--- src/rtl/fwd_pkg.sv ---
package fwd_pkg;
  typedef enum logic [1:0] {
    SRC_RF  = 2'b00,
    SRC_MEM = 2'b01,
    SRC_WB  = 2'b10
  } src_sel_e;
endpackage

--- src/rtl/fwd_match.sv ---
module fwd_match #(
  parameter int AW = 5
) (
  input  logic [AW-1:0] src,
  input  logic [AW-1:0] dst,
  input  logic          wen,
  input  logic          qual,
  output logic          hit
);
  logic src_live;

  assign src_live = (src != '0);
  assign hit      = src_live && wen && qual && (src == dst);
endmodule

--- src/rtl/fwd_operand_sel.sv ---
module fwd_operand_sel
  import fwd_pkg::*;
#(
  parameter int AW = 5
) (
  input  logic          clk,
  input  logic          rst,
  input  logic [AW-1:0] src,
  input  logic [AW-1:0] mem_dst,
  input  logic          mem_wen,
  input  logic          mem_is_load,
  input  logic [AW-1:0] wb_dst,
  input  logic          wb_wen,
  output src_sel_e      sel,
  output logic          load_hit
);
  logic mem_hit;
  logic wb_hit;

  fwd_match #(.AW(AW)) u_mem (
    .src(src), .dst(mem_dst), .wen(mem_wen), .qual(!mem_is_load), .hit(mem_hit)
  );
  fwd_match #(.AW(AW)) u_wb (
    .src(src), .dst(wb_dst), .wen(wb_wen), .qual(1'b1), .hit(wb_hit)
  );
  fwd_match #(.AW(AW)) u_ld (
    .src(src), .dst(mem_dst), .wen(mem_wen), .qual(mem_is_load), .hit(load_hit)
  );

  always_comb begin
    sel = SRC_RF;
    if (mem_hit)     sel = SRC_MEM;
    else if (wb_hit) sel = SRC_WB;
  end

  p_prio_r3: assert property (@(posedge clk) disable iff (rst)
    (mem_hit && wb_hit) |-> (sel == SRC_MEM));
  p_zero_r4: assert property (@(posedge clk) disable iff (rst)
    (src == '0) |-> (sel == SRC_RF && !load_hit));
  p_mem_gate_r5: assert property (@(posedge clk) disable iff (rst)
    (sel == SRC_MEM) |-> (mem_wen && !mem_is_load));
  p_wb_gate_r5: assert property (@(posedge clk) disable iff (rst)
    (sel == SRC_WB) |-> wb_wen);
  p_load_nofwd_r7: assert property (@(posedge clk) disable iff (rst)
    load_hit |-> (sel != SRC_MEM));
  p_legal_r8: assert property (@(posedge clk) disable iff (rst)
    sel != 2'b11);
endmodule

--- src/rtl/fwd_id_bypass.sv ---
module fwd_id_bypass #(
  parameter int AW = 5
) (
  input  logic          clk,
  input  logic          rst,
  input  logic [AW-1:0] src,
  input  logic [AW-1:0] wb_dst,
  input  logic          wb_wen,
  output logic          bypass
);
  fwd_match #(.AW(AW)) u_rf (
    .src(src), .dst(wb_dst), .wen(wb_wen), .qual(1'b1), .hit(bypass)
  );

  p_id_zero_r6: assert property (@(posedge clk) disable iff (rst)
    (src == '0) |-> !bypass);
  p_id_wen_r6: assert property (@(posedge clk) disable iff (rst)
    bypass |-> wb_wen);
endmodule

--- src/rtl/fwd_unit.sv ---
module fwd_unit
  import fwd_pkg::*;
#(
  parameter int AW      = 5,
  parameter int NUM_SRC = 2
) (
  input  logic                  clk,
  input  logic                  rst,
  input  logic [NUM_SRC*AW-1:0] ex_src,
  input  logic [NUM_SRC*AW-1:0] id_src,
  input  logic [AW-1:0]         mem_dst,
  input  logic                  mem_wen,
  input  logic                  mem_is_load,
  input  logic [AW-1:0]         wb_dst,
  input  logic                  wb_wen,
  output logic [2*NUM_SRC-1:0]  ex_sel,
  output logic [NUM_SRC-1:0]    id_wb_bypass,
  output logic                  load_stall
);
  localparam int SEL_W = 2 * NUM_SRC;

  src_sel_e          sel_w [NUM_SRC];
  logic [NUM_SRC-1:0] ld_hit;

  for (genvar g = 0; g < NUM_SRC; g++) begin : g_op
    fwd_operand_sel #(.AW(AW)) u_sel (
      .clk(clk), .rst(rst),
      .src(ex_src[g*AW +: AW]),
      .mem_dst(mem_dst), .mem_wen(mem_wen), .mem_is_load(mem_is_load),
      .wb_dst(wb_dst), .wb_wen(wb_wen),
      .sel(sel_w[g]), .load_hit(ld_hit[g])
    );
    assign ex_sel[2*g +: 2] = sel_w[g];

    fwd_id_bypass #(.AW(AW)) u_byp (
      .clk(clk), .rst(rst),
      .src(id_src[g*AW +: AW]),
      .wb_dst(wb_dst), .wb_wen(wb_wen),
      .bypass(id_wb_bypass[g])
    );
  end

  assign load_stall = |ld_hit;

  p_stall_zero_r4: assert property (@(posedge clk) disable iff (rst)
    (ex_src == '0) |-> !load_stall);
  p_stall_load_r7: assert property (@(posedge clk) disable iff (rst)
    load_stall |-> (mem_wen && mem_is_load));
  p_sel_width_r8: assert property (@(posedge clk) disable iff (rst)
    $countones(ex_sel) <= SEL_W / 2);
endmodule

--- config.mk ---
export PLATFORM = sky130hd
export DESIGN_NAME = fwd_unit
export DESIGN_NICKNAME = d
export VERILOG_FILES = /design/src/rtl/fwd_pkg.sv /design/src/rtl/fwd_match.sv /design/src/rtl/fwd_operand_sel.sv /design/src/rtl/fwd_id_bypass.sv /design/src/rtl/fwd_unit.sv
export SDC_FILE = /design/constraint.sdc
export NUM_CORES = 1
export LEC_CHECK = 0
export BUFFER_PORTS_ARGS = -buffer_cell sky130_fd_sc_hd__buf_2
export CORE_MARGIN = 3
export CORE_UTILIZATION = 29
export DETAILED_ROUTE_END_ITERATION = 10
export SYNTH_ARGS = -nofsm -noshare
export SYNTH_HDL_FRONTEND = slang
export SYNTH_SLANG_ARGS = --single-unit
--- constraint.sdc ---
create_clock -name vclk -period 5.23
set_input_delay 1.569 -clock vclk [all_inputs]
set_output_delay 1.569 -clock vclk [all_outputs]
set_load 0.05 [all_outputs]
==> metrics, run 1 <==
fin crit share=0.866; crit-path cells=buf_2 > or4_4 > nor2_4 > nor4_2 > nor4_2 > buf_2; GRT overflow=0; post-synthesis area per instance=approximately 7.7 µm²; Place WS=a little under 700 ps; RSZ-0062 raised after global routing=false; FF/Latch Area=0 µm²; Setup crit end kind=output port; Max Cap Viol=0; CP peak stage delay=~540 ps; Crit path required time=between 3000 and 4000 ps; final setup vio count=0; via count=approximately 590; antenna violations before repair=0; count of different cell masters after synthesis=16; Initial Utilization=0.319; Die Ht=47.4 µm; wire per inst=around 12 µm; Detail Route Antenna Nets=0; final count of hold timing violations=0; final HPWL from detailed placement=approximately 1300 µm; Power, Total=0.0545 mW; final WL=about 1400 µm; die area=between 2000 and 2500 µm²; CP delay by family, top=simple AND/OR/NAND/NOR gates; Startpoint Class=input pin; Slew HR=0.814; leading area contributor after synthesis=xnor2_1; number of global-route vias before repair=about 570; Hold WC Path Type=input pin to output port; global placement routability congestion=0.741; crit path max fanout=3; nets@finish=137; Multi-input gate area=roughly 460 µm²; top-count cell post-synth=xnor2_1; Post-Syn Area=roughly 500 µm²; setup_tns=0 ps; worst slew pin tran=around 280 ps; Placed Cells=116; PwrDens=79.6 nW/µm²; non-filler cells, final=116; top cells by count, synth=22 x xnor2_1, 6 x nor3_1, 6 x xor2_1; I/O Pins=42; first-pass GRT wire length=roughly 2200 µm; Die Wd=around 47 µm; LEAKAGE=around 0.3 nW; critical path class=input pin to output port; Max IR drop VDD=~0.024 mV; Max Fclk=approximately 220 MHz; clock buffers=0; syn_nets=100; Syn Inst Count=65; Port Buf Inserts=40; largest net degree at the start of global routing=7; main area contributors after synthesis=xnor2_1 39%, xor2_1 11%, nor4_2 10%, nor3_1 6.0%, buf_4 6.0%; Seq Cell Count=0; Worst Hold Depth=3; CP bufs+invs=2; final slew viol count=0; setup ws final=around 700 ps; via/cell ratio=5.04; post-CTS setup buffers=0; CTS Hold Buffers Added=0; CTS resizes=0; CORE AREA=approximately 1600 µm²; YS warnings=0; area share of the largest cell type after synthesis=0.387; total global-route track usage=0.131; layout cells sized above 1=0.480; Post-route DRC=0; Tmin final=around 4500 ps; post-route core utilization=0.439; Worst Hold Path EP=load_stall; Worst EP arrival=2960 ps; Initial DRC Count=1; row cnt=14; FILL cells=between 150 and 200; CP max stage cell=or4_4; register area share after synthesis=0; Inserted Diodes=0; HP Start=mem_is_load; DR pass1 iterations=2; status=completed; area grow syn2layout=37.4%
## through the flow
step / hold slack (ps) / area, µm²
floorplan: 3310 / 498
global placement: 3530 / 684
detailed placement: 3550 / 684
CTS: 3550 / 684
global route: 3560 / 684
finish: 3550 / 684
## cells by family after synthesis
| logic type | share of synthesized area |
|---|---|
| buffers and inverters | 0.0678 |
| AND/OR/NAND/NOR | 0.399 |
| AO/OA/AOI/OAI | 0.0402 |
| XOR/XNOR | 0.492 |
## layer usage
metal,wire [µm],global-route usage,vias up
met2,772,0.243,13
li1,-,-,297
met1,547,0.160,275
met5,0,0,-
met4,0,0.0166,0
met3,75,0.0226,0
## power by group
part           internal (mW)  switching (mW)  leakage, nW
Combinational         0.0264          0.0281        0.295
Sequential                 0               0            0
Clock                      0               0            0
Total                 0.0264          0.0281        0.295
## placed cells by master (no fill, tap or decap)
cell	synthesis	layout
a21oi_1	2	2
or4_4	2	2
nand4_1	2	2
nor2_1	2	2
nor2_4	2	2
nor3_1	6	6
nand2_1	4	4
nor4_2	4	4
xnor2_1	22	22
xor2_1	6	6
nand2b_1	1	1
o211a_1	1	1
buf_2	0	40
nand3_1	4	4
nor4_1	2	2
## worst max path at each step
stage,cells past startpoint,from,slack [ps],end
5_1_grt,6,ex_src[0],620,ex_sel[1]
2_1_floorplan,4,ex_src[0],410,ex_sel[1]
3_3_place_gp,6,ex_src[0],650,ex_sel[1]
6_report,6,ex_src[0],700,ex_sel[1]
3_5_place_dp,6,ex_src[0],690,ex_sel[1]
4_1_cts,6,ex_src[0],680,ex_sel[1]
## layout make-up
| cell class | count | area share |
|---|---|---|
| Tap cell | 16 | 0.0293 |
| Multi-Input combinational cell | 60 | 0.678 |
| Timing Repair Buffer | 40 | 0.293 |
No activity file was read; power rests on OpenSTA's default activity.
==> run 2, diff against run 1 <==
Settings changed: ABC_AREA set to 1.
==> run 2 against run 1 <==
Net effect:
- via count increased by 54%
- final cell count increased by 77%
- first-iteration DRC count increased to 16 times the previous value
- count of clock-buffer cells in the layout unchanged
- sequential cell count unchanged
- setup slack improved by 430 ps
- worst hold slack improved by 43 ps
- non-clock buffer count unchanged
- fmax increased by 11%
- sequential share of layout area unchanged
- cell area increased by 23%
==> metrics, run 2 <==
RSZ-0062 raised after global routing=false; crit path max fanout=3 (unchanged); final setup vio count=0 (unchanged); final WL=1900 µm (+36%); via/cell ratio=4.40 (-13%); Multi-input gate area=518 µm² (+12%); syn_nets=178 (+78%); leading cell type in the layout, fill and taps excluded=nand2_1; final slew viol count=0 (unchanged); Post-Syn Area=646 µm² (+30%); post-synthesis area per instance=4.51 µm² (-41%); Detail Route Antenna Nets=0 (unchanged); GRT overflow=0 (unchanged); main area contributors after synthesis=nand2_1 33%, nor2_1 13%, inv_1 12%, xnor2_1 8.1%, nand3_1 7.0%; final HPWL from detailed placement=1730 µm (+32%); LEAKAGE=0.542 nW (+84%); CORE AREA=2040 µm² (+31%); Crit path required time=3660 ps (about the same); Port Buf Inserts=40 (unchanged); Max IR drop VDD=0.0285 mV (+18%); CTS resizes=0 (unchanged); register area share after synthesis=0 (unchanged); FF/Latch Area=0 µm² (unchanged); Syn Inst Count=143 (+120%); post-CTS setup buffers=0 (unchanged); Max Fclk=244 MHz (+11%); Die Wd=53.2 µm (+12%); Power, Total=0.0622 mW (+14%); YS warnings=0 (unchanged); final hold slack=3590 ps (+43.4 ps); Max Cap Viol=0 (unchanged); fin crit share=0.783 (-0.0830); Initial DRC Count=16 (+15); global placement routability congestion=0.797 (+7.6%); final count of hold timing violations=0 (unchanged); Post-route DRC=0 (unchanged); I/O Pins=42 (unchanged); largest net degree at the start of global routing=6 (-1); top-count cell post-synth=nand2_1; Tmin final=4090 ps (-434 ps); crit-path cells=buf_2 > inv_1 > nand2_1 > nand2_1 > nor2_1 > nand2_1 > nor2_1 > nand2_1 > nand2_1 > buf_2; layout cells sized above 1=0.264 (-0.216); DR pass1 iterations=4 (+2); nets@finish=215 (+57%); clock buffers=0 (unchanged); CP peak stage delay=250 ps (-290 ps); count of different cell masters after synthesis=17 (+1); Die Ht=53.2 µm (+12%); leading area contributor after synthesis=nand2_1; critical path class=input pin to output port; number of global-route vias before repair=735 (+30%); Setup crit end kind=output port; via count=901 (+54%); Placed Cells=205 (+77%); wire per inst=9.24 µm (-23%); PwrDens=73.8 nW/µm² (-7.2%); Worst EP arrival=2520 ps (-440 ps); most frequent CP cell=nand2_1; Inserted Diodes=0 (unchanged); Slew HR=0.832 (+0.0178); first-pass GRT wire length=3040 µm (+35%); worst slew pin tran=253 ps (-22.7 ps); most frequent cells in the layout=56 x nand2_1, 40 x buf_2, 23 x nor2_1; CP max stage cell=buf_2; Hold WC Path Type=input pin to output port; die area=2830 µm² (+26%); Startpoint Class=input pin; top cells by count, synth=56 x nand2_1, 23 x nor2_1, 21 x inv_1; total global-route track usage=0.140 (+0.00866); setup_tns=0 ps (unchanged); FILL cells=263 (+46%); area grow syn2layout=30.4%; row cnt=16 (+2); CTS Hold Buffers Added=0 (unchanged); Initial Utilization=0.316 (-0.00325); area share of the largest cell type after synthesis=0.326 (-0.0614); antenna violations before repair=0 (unchanged); Seq Cell Count=0 (unchanged); non-filler cells, final=205 (+77%); status=completed
## run 2: per-layer routing
| metal | share of wire | global-route usage | up-vias |
|---|---|---|---|
| met1 | 0.46 | 0.195 | 383 |
| li1 | - | - | 497 |
| met2 | 0.49 | 0.252 | 21 |
| met5 | 0 | 0 | - |
| met4 | 0 | 0 | 0 |
| met3 | 0.052 | 0.00282 | 0 |
## run 2: path summary, 6_finish.rpt
| kind | from | end | cells past startpoint |
|---|---|---|---|
| setup / recovery | ex_src[6] | load_stall | 10 |
| hold / removal | id_src[9] | id_wb_bypass[1] | 4 |
## run 2: layout make-up
type                       instances  share of cell area
inverter                          24               0.107
multi-input combinational        114               0.615
timing repair buffer              40               0.238
tap                               27              0.0401
## run 2: where the power goes
part	switching (mW)	internal [mW]	leakage, nW
Sequential	0	0	0
Combinational	0.0368	0.0254	0.542
Clock	0	0	0
## run 2: cells by family after synthesis
| group | Yosys count | share of synthesized area |
|---|---|---|
| simple gates | 96 | 0.605 |
| buf+inv | 29 | 0.198 |
| compound gates | 9 | 0.0756 |
| xor+xnor | 9 | 0.122 |
## run 2: critical path: cells and delay by family
kind                   cells  cell delay, ps
AND/OR/NAND/NOR            7             540
buffers and inverters      3             420
## run 2: stage by stage
stage               cell area [µm²]   util  setup WS, ps
floorplan                       646      -           980
detailed placement              842  0.412          1130
global route                    842  0.412           983
finish                          842  0.412          1140
CTS                             842  0.412          1130
global placement                842  0.412          1130
==> run 3, diff against run 2 <==
Clock period 5.23 ns to 4.1 ns, I/O delays scaled along.
==> run 3 against run 2 <==
Net effect:
- non-clock buffer count stayed put
- count of clock-buffer cells in the layout is the same
- sequential cell count is the same
- critical path depth unchanged
- setup slack got worse by 460 ps
- sequential share of layout area unchanged
- power grew 28%
- critical endpoint unchanged
- largest cell class unchanged
- highest routed layer is now met4
==> metrics, run 3 (same netlist as run 2, synthesis figures left out) <==
wire per inst=9.29 µm (+0.53%); most frequent cells in the layout=56 x nand2_1, 40 x buf_2, 23 x nor2_1; die area=2830 µm² (unchanged); clock buffers=0 (unchanged); most frequent CP cell=nand2_1; final WL=1910 µm (+0.53%); M3 GR Usage=0.00845 (+0.00563); Post-route DRC=0 (unchanged); Setup crit end kind=output port; Seq Cell Count=0 (unchanged); I/O Pins=42 (unchanged); CTS resizes=0 (unchanged); Die Ht=53.2 µm (unchanged); met1 Track Usage GR=0.185 (-0.0100); Crit path required time=2870 ps (-790 ps); CP max stage cell=buf_2; dpl cell area=842 µm² (unchanged); crit path max fanout=3 (unchanged); Finished Cell Area=842 µm² (unchanged); via/cell ratio=4.42 (+0.55%); layout cells sized above 1=0.264 (unchanged); Port Buf Inserts=40 (unchanged); FF/Latch Area=0 µm² (unchanged); DR pass1 iterations=4 (unchanged); GRT busiest layer=met2; status=completed; leading cell type in the layout, fill and taps excluded=nand2_1; antenna violations before repair=0 (unchanged); Max IR drop VDD=0.0387 mV (+36%); number of global-route vias before repair=812 (+10%); PwrDens=94.2 nW/µm² (+28%); CP delay by family, top=simple AND/OR/NAND/NOR gates; met2 Use GR=0.271 (+0.0186); Slew HR=0.833 (+0.00100); largest net degree at the start of global routing=6 (unchanged); final count of hold timing violations=0 (unchanged); critical path depth in cells=10 (unchanged); GRT overflow=0 (unchanged); Tmin final=3430 ps; crit-path cells=buf_2 > inv_1 > nand2_1 > nand2_1 > nor2_1 > nand2_1 > nor2_1 > nand2_1 > nand2_1 > buf_2; area grow syn2layout=30.4% (unchanged); fin crit share=0.836; CP peak stage delay=250 ps (about the same); critical path class=input pin to output port; Worst EP arrival=2200 ps (-320 ps); Hold WC Path Type=input pin to output port; worst slew pin tran=252 ps (-1.51 ps); setup_tns=0 ps (unchanged); RSZ-0062 raised after global routing=false; Detail Route Antenna Nets=0 (unchanged); row cnt=16 (unchanged); CORE AREA=2040 µm² (unchanged); final HPWL from detailed placement=1750 µm (+1.3%); via count=906 (+0.55%); nets@finish=215 (unchanged); Initial Utilization=0.316 (unchanged); CTS Hold Buffers Added=0 (unchanged); Worst Hold Depth=5 (+1); Inserted Diodes=0 (unchanged); Max Fclk=roughly 290 MHz; Initial DRC Count=11 (-5); Die Wd=53.2 µm (unchanged); Startpoint Class=input pin; final setup vio count=0 (unchanged); Max Cap Viol=0 (unchanged); final slew viol count=0 (unchanged); CP bufs+invs=3 (unchanged); global placement routability congestion=0.797 (about the same); FILL cells=265 (+0.76%); total global-route track usage=0.145 (+0.00466); LEAKAGE=0.542 nW (unchanged); post-CTS setup buffers=0 (unchanged); Power, Total=0.0793 mW (+28%); first-pass GRT wire length=3190 µm (+5.2%)
[run 3: worst paths after layout]
kind | startpoint | endpoint | slack, ps
worst min-delay path | id_src[2] | id_wb_bypass[0] | 2910
worst max-delay path | ex_src[6] | load_stall | 670
[run 3: layout make-up]
class	instances	area (µm²)	area share
tap	27	33.8	0.0401
inverter	24	90.1	0.107
multi-input combinational	114	518	0.615
timing repair buffer	40	200	0.238
[run 3: where the power goes]
group	switching, mW	internal [mW]	leakage (nW)
sequential	0	0	0
combinational	0.0469	0.0324	0.542
clock	0	0	0
total	0.0469	0.0324	0.542
[run 3: per-layer routing]
metal,up-vias,wire [µm]
li1,497,-
met1,391,855
met5,-,0
met4,0,15
met3,2,94
met2,16,940
[run 3: per-stage QoR]
step,instances,utilization,hold WS (ps),worst slack [ps]
CTS,205,0.412,2920,663
detailed placement,205,0.412,2920,665
global route,205,0.412,2950,535
floorplan,143,-,2750,528
global placement,205,0.412,2910,684
finish,205,0.412,2910,673
